**config.mk**
```make
export PLATFORM = sky130hd
export DESIGN_NAME = pwl_slave
export DESIGN_NICKNAME = d
export VERILOG_FILES = /design/src/rtl/pwl_pkg.sv /design/src/rtl/pwl_pulse_meter.sv /design/src/rtl/pwl_byte_rx.sv /design/src/rtl/pwl_tx_engine.sv /design/src/rtl/pwl_slave.sv
export SDC_FILE = /design/constraint.sdc
export NUM_CORES = 1
export LEC_CHECK = 0
export ABC_AREA = 1
export CORE_AREA = 5 5 109 111
export CTS_BUF_LIST = sky130_fd_sc_hd__clkbuf_16
export CTS_CLUSTER_DIAMETER = 80
export DETAILED_ROUTE_END_ITERATION = 8
export DIE_AREA = 0 0 114 116
export REMOVE_ABC_BUFFERS = 1
export SYNTH_ARGS = -nofsm -noshare
export SYNTH_HDL_FRONTEND = slang
export SYNTH_SLANG_ARGS = --single-unit
```
**constraint.sdc**
```tcl
create_clock -name clk_i -period 2 [get_ports clk_i]
set_clock_uncertainty 0.1 [all_clocks]
set_input_delay 0.6 -clock clk_i [delete_from_list [all_inputs] [get_ports clk_i]]
set_output_delay 0.6 -clock clk_i [all_outputs]
set_load 0.1 [all_outputs]
```
**src/rtl/pwl_pkg.sv**
```systemverilog
package pwl_pkg;
   typedef enum logic [2:0] {
      ST_IDLE,
      ST_BRK,
      ST_CMD,
      ST_WDATA,
      ST_TURN,
      ST_TX
   } pwl_state_e;
endpackage

```
**src/rtl/pwl_pulse_meter.sv**
```systemverilog
module pwl_pulse_meter #(
   parameter int unsigned BREAK_MIN = 48
) (
   input  logic                             clk_i,
   input  logic                             rst_ni,
   input  logic                             line_i,
   output logic                             rise_o,
   output logic                             brk_o,
   output logic [$clog2(BREAK_MIN+1)-1:0]   width_o
);
   localparam int unsigned CW = $clog2(BREAK_MIN + 1);

   logic          line_q;
   logic [CW-1:0] cnt_q;

   always_ff @(posedge clk_i or negedge rst_ni) begin
      if (!rst_ni) begin
         line_q <= 1'b1;
         cnt_q  <= '0;
      end else begin
         line_q <= line_i;
         if (line_i) begin
            cnt_q <= '0;
         end else if (cnt_q != CW'(BREAK_MIN)) begin
            cnt_q <= cnt_q + 1'b1;
         end
      end
   end

   // cnt_q holds the number of low samples before the current one
   assign rise_o  = line_i & ~line_q;
   assign brk_o   = ~line_i & (cnt_q == CW'(BREAK_MIN - 1));
   assign width_o = cnt_q;
endmodule

```
**src/rtl/pwl_byte_rx.sv**
```systemverilog
module pwl_byte_rx #(
   parameter int unsigned DATA_W = 8
) (
   input  logic              clk_i,
   input  logic              rst_ni,
   input  logic              clr_i,
   input  logic              bit_vld_i,
   input  logic              bit_i,
   output logic [DATA_W-1:0] byte_o,
   output logic              last_o
);
   localparam int unsigned IW = $clog2(DATA_W);

   logic [IW-1:0]     idx_q;
   logic [DATA_W-1:0] sh_q;

   // first bit received ends up in bit 0
   assign byte_o = {bit_i, sh_q[DATA_W-1:1]};
   assign last_o = bit_vld_i && (idx_q == IW'(DATA_W - 1));

   always_ff @(posedge clk_i or negedge rst_ni) begin
      if (!rst_ni) begin
         idx_q <= '0;
         sh_q  <= '0;
      end else if (clr_i) begin
         idx_q <= '0;
      end else if (bit_vld_i) begin
         sh_q  <= byte_o;
         idx_q <= last_o ? '0 : idx_q + 1'b1;
      end
   end
endmodule

```
**src/rtl/pwl_tx_engine.sv**
```systemverilog
module pwl_tx_engine #(
   parameter int unsigned SLOT_LEN = 40,
   parameter int unsigned W_ONE    = 8,
   parameter int unsigned W_ZERO   = 24,
   parameter int unsigned DATA_W   = 8
) (
   input  logic              clk_i,
   input  logic              rst_ni,
   input  logic              start_i,
   input  logic              abort_i,
   input  logic [DATA_W-1:0] data_i,
   output logic              drive_o,
   output logic              busy_o
);
   localparam int unsigned SW = $clog2(SLOT_LEN);
   localparam int unsigned IW = $clog2(DATA_W);

   logic [SW-1:0]     slot_q;
   logic [IW-1:0]     idx_q;
   logic [DATA_W-1:0] sh_q;
   logic              busy_q;
   logic              slot_end;
   logic              last_bit;
   logic [SW-1:0]     low_len;

   assign slot_end = slot_q == SW'(SLOT_LEN - 1);
   assign last_bit = idx_q == IW'(DATA_W - 1);
   assign low_len  = sh_q[0] ? SW'(W_ONE) : SW'(W_ZERO);

   always_ff @(posedge clk_i or negedge rst_ni) begin
      if (!rst_ni) begin
         busy_q <= 1'b0;
         slot_q <= '0;
         idx_q  <= '0;
         sh_q   <= '0;
      end else if (abort_i) begin
         busy_q <= 1'b0;
      end else if (start_i) begin
         busy_q <= 1'b1;
         slot_q <= '0;
         idx_q  <= '0;
         sh_q   <= data_i;
      end else if (busy_q) begin
         if (slot_end) begin
            slot_q <= '0;
            sh_q   <= sh_q >> 1;
            idx_q  <= idx_q + 1'b1;
            if (last_bit) busy_q <= 1'b0;
         end else begin
            slot_q <= slot_q + 1'b1;
         end
      end
   end

   assign drive_o = busy_q && (slot_q < low_len);
   assign busy_o  = busy_q;
endmodule

```
**src/rtl/pwl_slave.sv**
```systemverilog
module pwl_slave #(
   parameter int unsigned BREAK_MIN = 48,
   parameter int unsigned SAMPLE_AT = 14,
   parameter int unsigned SLOT_LEN  = 40,
   parameter int unsigned TX_W1     = 8,
   parameter int unsigned TX_W0     = 24,
   parameter int unsigned TURN_CYC  = 16,
   parameter int unsigned DATA_W    = 8
) (
   input  logic              clk_i,
   input  logic              rst_ni,
   input  logic              line_i,
   output logic              oe_o,
   output logic [DATA_W-2:0] addr_o,
   output logic              wr_en_o,
   output logic [DATA_W-1:0] wr_data_o,
   output logic              rd_en_o,
   input  logic [DATA_W-1:0] rd_data_i
);
   import pwl_pkg::*;

   localparam int unsigned ADDR_W = DATA_W - 1;
   localparam int unsigned MW     = $clog2(BREAK_MIN + 1);
   localparam int unsigned TW     = $clog2(TURN_CYC + 1);

   // elaboration checks on the timing parameters
   if (TX_W1 == 0 || TX_W1 >= SAMPLE_AT) begin : g_bad_w1
      $error("TX_W1 must be nonzero and below SAMPLE_AT");
   end
   if (TX_W0 < SAMPLE_AT || TX_W0 >= SLOT_LEN) begin : g_bad_w0
      $error("TX_W0 must lie in [SAMPLE_AT, SLOT_LEN)");
   end
   if (SAMPLE_AT >= BREAK_MIN || TX_W0 >= BREAK_MIN) begin : g_bad_brk
      $error("BREAK_MIN must exceed SAMPLE_AT and TX_W0");
   end
   if (TURN_CYC == 0) begin : g_bad_turn
      $error("TURN_CYC must be at least one");
   end
   if (DATA_W != 8) begin : g_bad_dw
      $error("DATA_W must be 8");
   end

   pwl_state_e        state_q;
   logic              rise;
   logic              brk_evt;
   logic [MW-1:0]     low_w;
   logic              bit_vld;
   logic              bit_val;
   logic [DATA_W-1:0] rx_byte;
   logic              rx_last;
   logic              tx_start;
   logic              tx_drive;
   logic              tx_busy;
   logic [TW-1:0]     tcnt_q;
   logic [ADDR_W-1:0] addr_q;
   logic [DATA_W-1:0] wdata_q;
   logic              wr_q;
   logic              rd_q;

   pwl_pulse_meter #(.BREAK_MIN(BREAK_MIN)) u_meter (
      .clk_i   (clk_i),
      .rst_ni  (rst_ni),
      .line_i  (line_i),
      .rise_o  (rise),
      .brk_o   (brk_evt),
      .width_o (low_w)
   );

   assign bit_vld = rise && ((state_q == ST_CMD) || (state_q == ST_WDATA));
   assign bit_val = low_w < MW'(SAMPLE_AT);

   pwl_byte_rx #(.DATA_W(DATA_W)) u_rx (
      .clk_i     (clk_i),
      .rst_ni    (rst_ni),
      .clr_i     (state_q == ST_BRK),
      .bit_vld_i (bit_vld),
      .bit_i     (bit_val),
      .byte_o    (rx_byte),
      .last_o    (rx_last)
   );

   assign tx_start = (state_q == ST_TURN) && (tcnt_q == TW'(TURN_CYC - 1)) && !brk_evt;

   pwl_tx_engine #(
      .SLOT_LEN (SLOT_LEN),
      .W_ONE    (TX_W1),
      .W_ZERO   (TX_W0),
      .DATA_W   (DATA_W)
   ) u_tx (
      .clk_i   (clk_i),
      .rst_ni  (rst_ni),
      .start_i (tx_start),
      .abort_i (brk_evt),
      .data_i  (rd_data_i),
      .drive_o (tx_drive),
      .busy_o  (tx_busy)
   );

   always_ff @(posedge clk_i or negedge rst_ni) begin
      if (!rst_ni) begin
         state_q <= ST_IDLE;
         tcnt_q  <= '0;
         addr_q  <= '0;
         wdata_q <= '0;
         wr_q    <= 1'b0;
         rd_q    <= 1'b0;
      end else begin
         wr_q <= 1'b0;
         rd_q <= 1'b0;
         if (brk_evt) begin
            state_q <= ST_BRK;
         end else begin
            unique case (state_q)
               ST_IDLE: ;
               ST_BRK: if (rise) state_q <= ST_CMD;
               ST_CMD: if (rx_last) begin
                  addr_q <= rx_byte[ADDR_W-1:0];
                  if (rx_byte[DATA_W-1]) begin
                     state_q <= ST_WDATA;
                  end else begin
                     state_q <= ST_TURN;
                     rd_q    <= 1'b1;
                     tcnt_q  <= '0;
                  end
               end
               ST_WDATA: if (rx_last) begin
                  wdata_q <= rx_byte;
                  wr_q    <= 1'b1;
                  state_q <= ST_IDLE;
               end
               ST_TURN: begin
                  tcnt_q <= tcnt_q + 1'b1;
                  if (tx_start) state_q <= ST_TX;
               end
               ST_TX: if (!tx_busy) state_q <= ST_IDLE;
               default: state_q <= ST_IDLE;
            endcase
         end
      end
   end

   assign oe_o      = tx_drive;
   assign addr_o    = addr_q;
   assign wr_en_o   = wr_q;
   assign wr_data_o = wdata_q;
   assign rd_en_o   = rd_q;
endmodule

```
==> results.toml <==
[finish]
drive_gt1_share_pct = 24.01
n_fill_cell = 1091
antenna_cells = 0
finish.utilization_pct = 38.63
final_area_um2 = 4133
area_growth_pct = 36.04
instances_no_fill = 544
layout.nets = 420

[clock_tree]
clk_pin_slew_ps = 50
cts_buffers = 9
cts_tree = "yes"
cts_max_path_buffers = 2
clock-sinks = 60
postCtsHoldBufs = 0
cts-root-buf = "clkbuf_16"
insertion_delay_ps = 330
cts-htree-levels = 3

[synth]
synth_area_leaders = "dfrtp_1 49%, nand2_1 13%, nand3_1 4.4%"
yosys-top-cells-count = "105 x nand2_1, 59 x dfrtp_1, 30 x inv_1"
ys.flop_type = "dfrtp_1"
syn_inst = 349
synth-simple-area-share_pct = 31.55
ys_seq_elements = 60
synth_most_common_cell = "nand2_1"
synth_top_area_cell = "dfrtp_1"
seq_area_frac_synth_pct = 49.46
yosysWarningCount = 0
synth_cell_type_count = 36
synth_top_family_by_area = "simple AND/OR/NAND/NOR gates"
synthArstFlopShare_pct = 100.0
synth_compound_area_share_pct = 6.466
syn_area_um2 = 3038
synth_edf_count = 0
synth_xor_area_share_pct = 2.018
synth_top_cell_area_share_pct = 48.60
synth.mux.area_fraction_pct = 0
synth_area_per_cell_um2 = 8.705
synth_fa_ha_area_share_pct = 4.119

[place]
place.gp.congestion = 0.8157
port_buffers = 28
dpl_cell_area_um2 = 3727
hpwl_um = 4475
dp_cells = 525

[sta]
fin_crit_ps = 2305
hold_viol = 0
worst_slew_pin_slew_ps = 407.7
final_max_slew_viol_count = 0
setup_viol_count_final = 1
rsz0062_at_grt = "true"
setup_ws_ps = -305.5
post-route-period-util_pct = 115.3
max_freq_ghz = 0.4338
relSlewSlack_pct = 72.72

[global_route]
overflow = 0
antenna_found_initial = 0
top_usage_layer = "met2"
grt_use_total_pct = 10.37
grt_pass1_wl_um = 11020
grtUsageMet2_pct = 17.95
use_met1_pct = 12.07
gr-usage-met3_pct = 4.230
grt_pass1_vias = 2451
grt_max_degree = 45

[routing]
drc = 0
routed_via_density = 4.460
routed_wl_um = 6312
first_iter_violations = 92
wl_per_cell_um = 11.60
antenna_left = 0
firstDrtPassIters = 4
vias = 2426

[floorplan]
num_io_pins = 29
floorplan.initialDensity_pct = 28.40
die_w_um = 114
die-area_um2 = 13220
placementRows = 38
core_area_um2 = 10700
die_height_um = 116

[setup_path]
slowest_delay_ps = 410
critPathLaunchType = "flip-flop"
cp_slowest_cell = "dfrtp_1"
worstPathRequired_ps = 1300
crit_buf_inv = 2
cp.arrival_ps = 1610
crit_path_end_kind = "output port"
critPathTopFamily = "flip-flops"
path_cells = "ha_4 > a2111oi_4 > buf_4 > buf_12"
path_max_fanout = 2
crit_type = "flip-flop to output port"

[power_and_ir_drop]
p_per_area_nw_per_um2 = 713.3
leakagePower_uw = 0.001943
ir_drop_mv = 0.4406

[run]
max_cap_violations = 0

[hold_path]
hold_path_class = "primary input to async pin"

[run_status]
status = "finished, violations left"
violations = "negative setup slack"
layer usage:
metal  share of wire [%]  vias to the layer above
met1                  45                     1135
li1                    -                     1227
met5                   0                        -
met2                  49                       62
met4                0.33                        0
met3                 5.5                        2
final timing paths:
path / from / end / slack [ps] / cells past startpoint
setup / recovery: u_tx.slot_q[4]$_DFFE_PN0P_ / oe_o / -310 / 4
hold / removal: rst_ni / wr_en_o$_DFF_PN0_ / 90 / 1
setup reg to reg: tcnt_q[0]$_DFFE_PN0P_ / u_tx.sh_q[6]$_DFFE_PN0P_ / 140 / 10
hold reg to reg: tcnt_q[4]$_DFFE_PN0P_ / tcnt_q[4]$_DFFE_PN0P_ / 370 / 2
max in group asynchronous: rst_ni / u_rx.sh_q[1]$_DFFE_PN0P_ / 1030 / 3
min in group clk_i: tcnt_q[4]$_DFFE_PN0P_ / tcnt_q[4]$_DFFE_PN0P_ / 370 / 2
metrics by stage:
step           setup slack (ps)  hold slack [ps]  setup TNS [ps]  total power (µW)
2_1_floorplan             -4074            204.4           -4074              1273
3_3_place_gp             -304.3            353.3           -4044              1331
3_5_place_dp             -202.3            359.2           -4757              1334
4_1_cts                  -335.6            90.92          -335.6              2996
5_1_grt                  -370.4            93.23          -370.4              3078
6_report                 -305.5            88.38          -305.5              2948
worst reg2reg max path, stage by stage, from the launching register on:
cell and delay (ps):
dfrtp_1 400, ha_1 230, and3_1 220, ha_4 180, nand3_4 130, inv_4 60, nand2_8 90, nand2_2 80
nand2_4 180, nand2_2 70, nand2_2 60
cell families (layout without fill, tap and decap cells):
logic type      after synthesis  in the layout
buf+inv                      41             95
simple gates                197            197
xor+xnor                      7              7
flops                        60             60
fa+ha+maj                    10             10
compound gates               34             35
report_power, final:
part | total (µW) | internal [µW] | leakage [µW] | switching, µW
Sequential | 1230 | 1220 | 0.000820 | 7.04
Combinational | 80.7 | 34.7 | 0.000970 | 46.0
Clock | 1640 | 1080 | 0.000153 | 553
Total | 2950 | 2340 | 0.00194 | 606
final cells by class:
| cell class | instances | area, µm² | share of cell area [%] |
|---|---|---|---|
| Timing Repair Buffer | 43 | 580.6 | 14.05 |
| Multi-Input combinational cell | 249 | 1411 | 34.15 |
| Inverter | 36 | 145.1 | 3.512 |
| Clock inverter | 7 | 92.59 | 2.240 |
| Clock buffer | 9 | 225.2 | 5.450 |
| Tap cell | 140 | 175.2 | 4.239 |
| Sequential cell | 60 | 1503 | 36.36 |
flip-flops by register name, summed over array words and instances, names as in the netlist, 5 cells and up:
name	cells
u_rx.sh_q	7
addr_o	7
u_tx.sh_q	8
u_tx.slot_q	6
tcnt_q	5
wr_data_o	8
u_meter.width_o	6
cells in the final DEF, fill, tap and decap left out, types with 3 or more instances in the layout:
cell type and n:
nand2_4 3, nor2_4 3, buf_12 19, o21ai_0 10
clkdlybuf4s50_1 9, nor2_1 18, o21ai_1 16, nand4_1 7
nand2_8 3, buf_4 14, dfrtp_1 59, inv_1 31
nand2_2 19, nand2_1 105, clkbuf_16 9, ha_1 8
nand3_1 27, xor2_1 5, nor3_1 4
timing repair:
item | in CTS | in global routing
setup endpoints to repair | 1 | 13
buffers inserted | 1 | 1
pin swaps | 2 | 0
cloned | 0 | 1
gates resized for setup | 4 | 6
No activity file was read; power rests on OpenSTA's default activity.
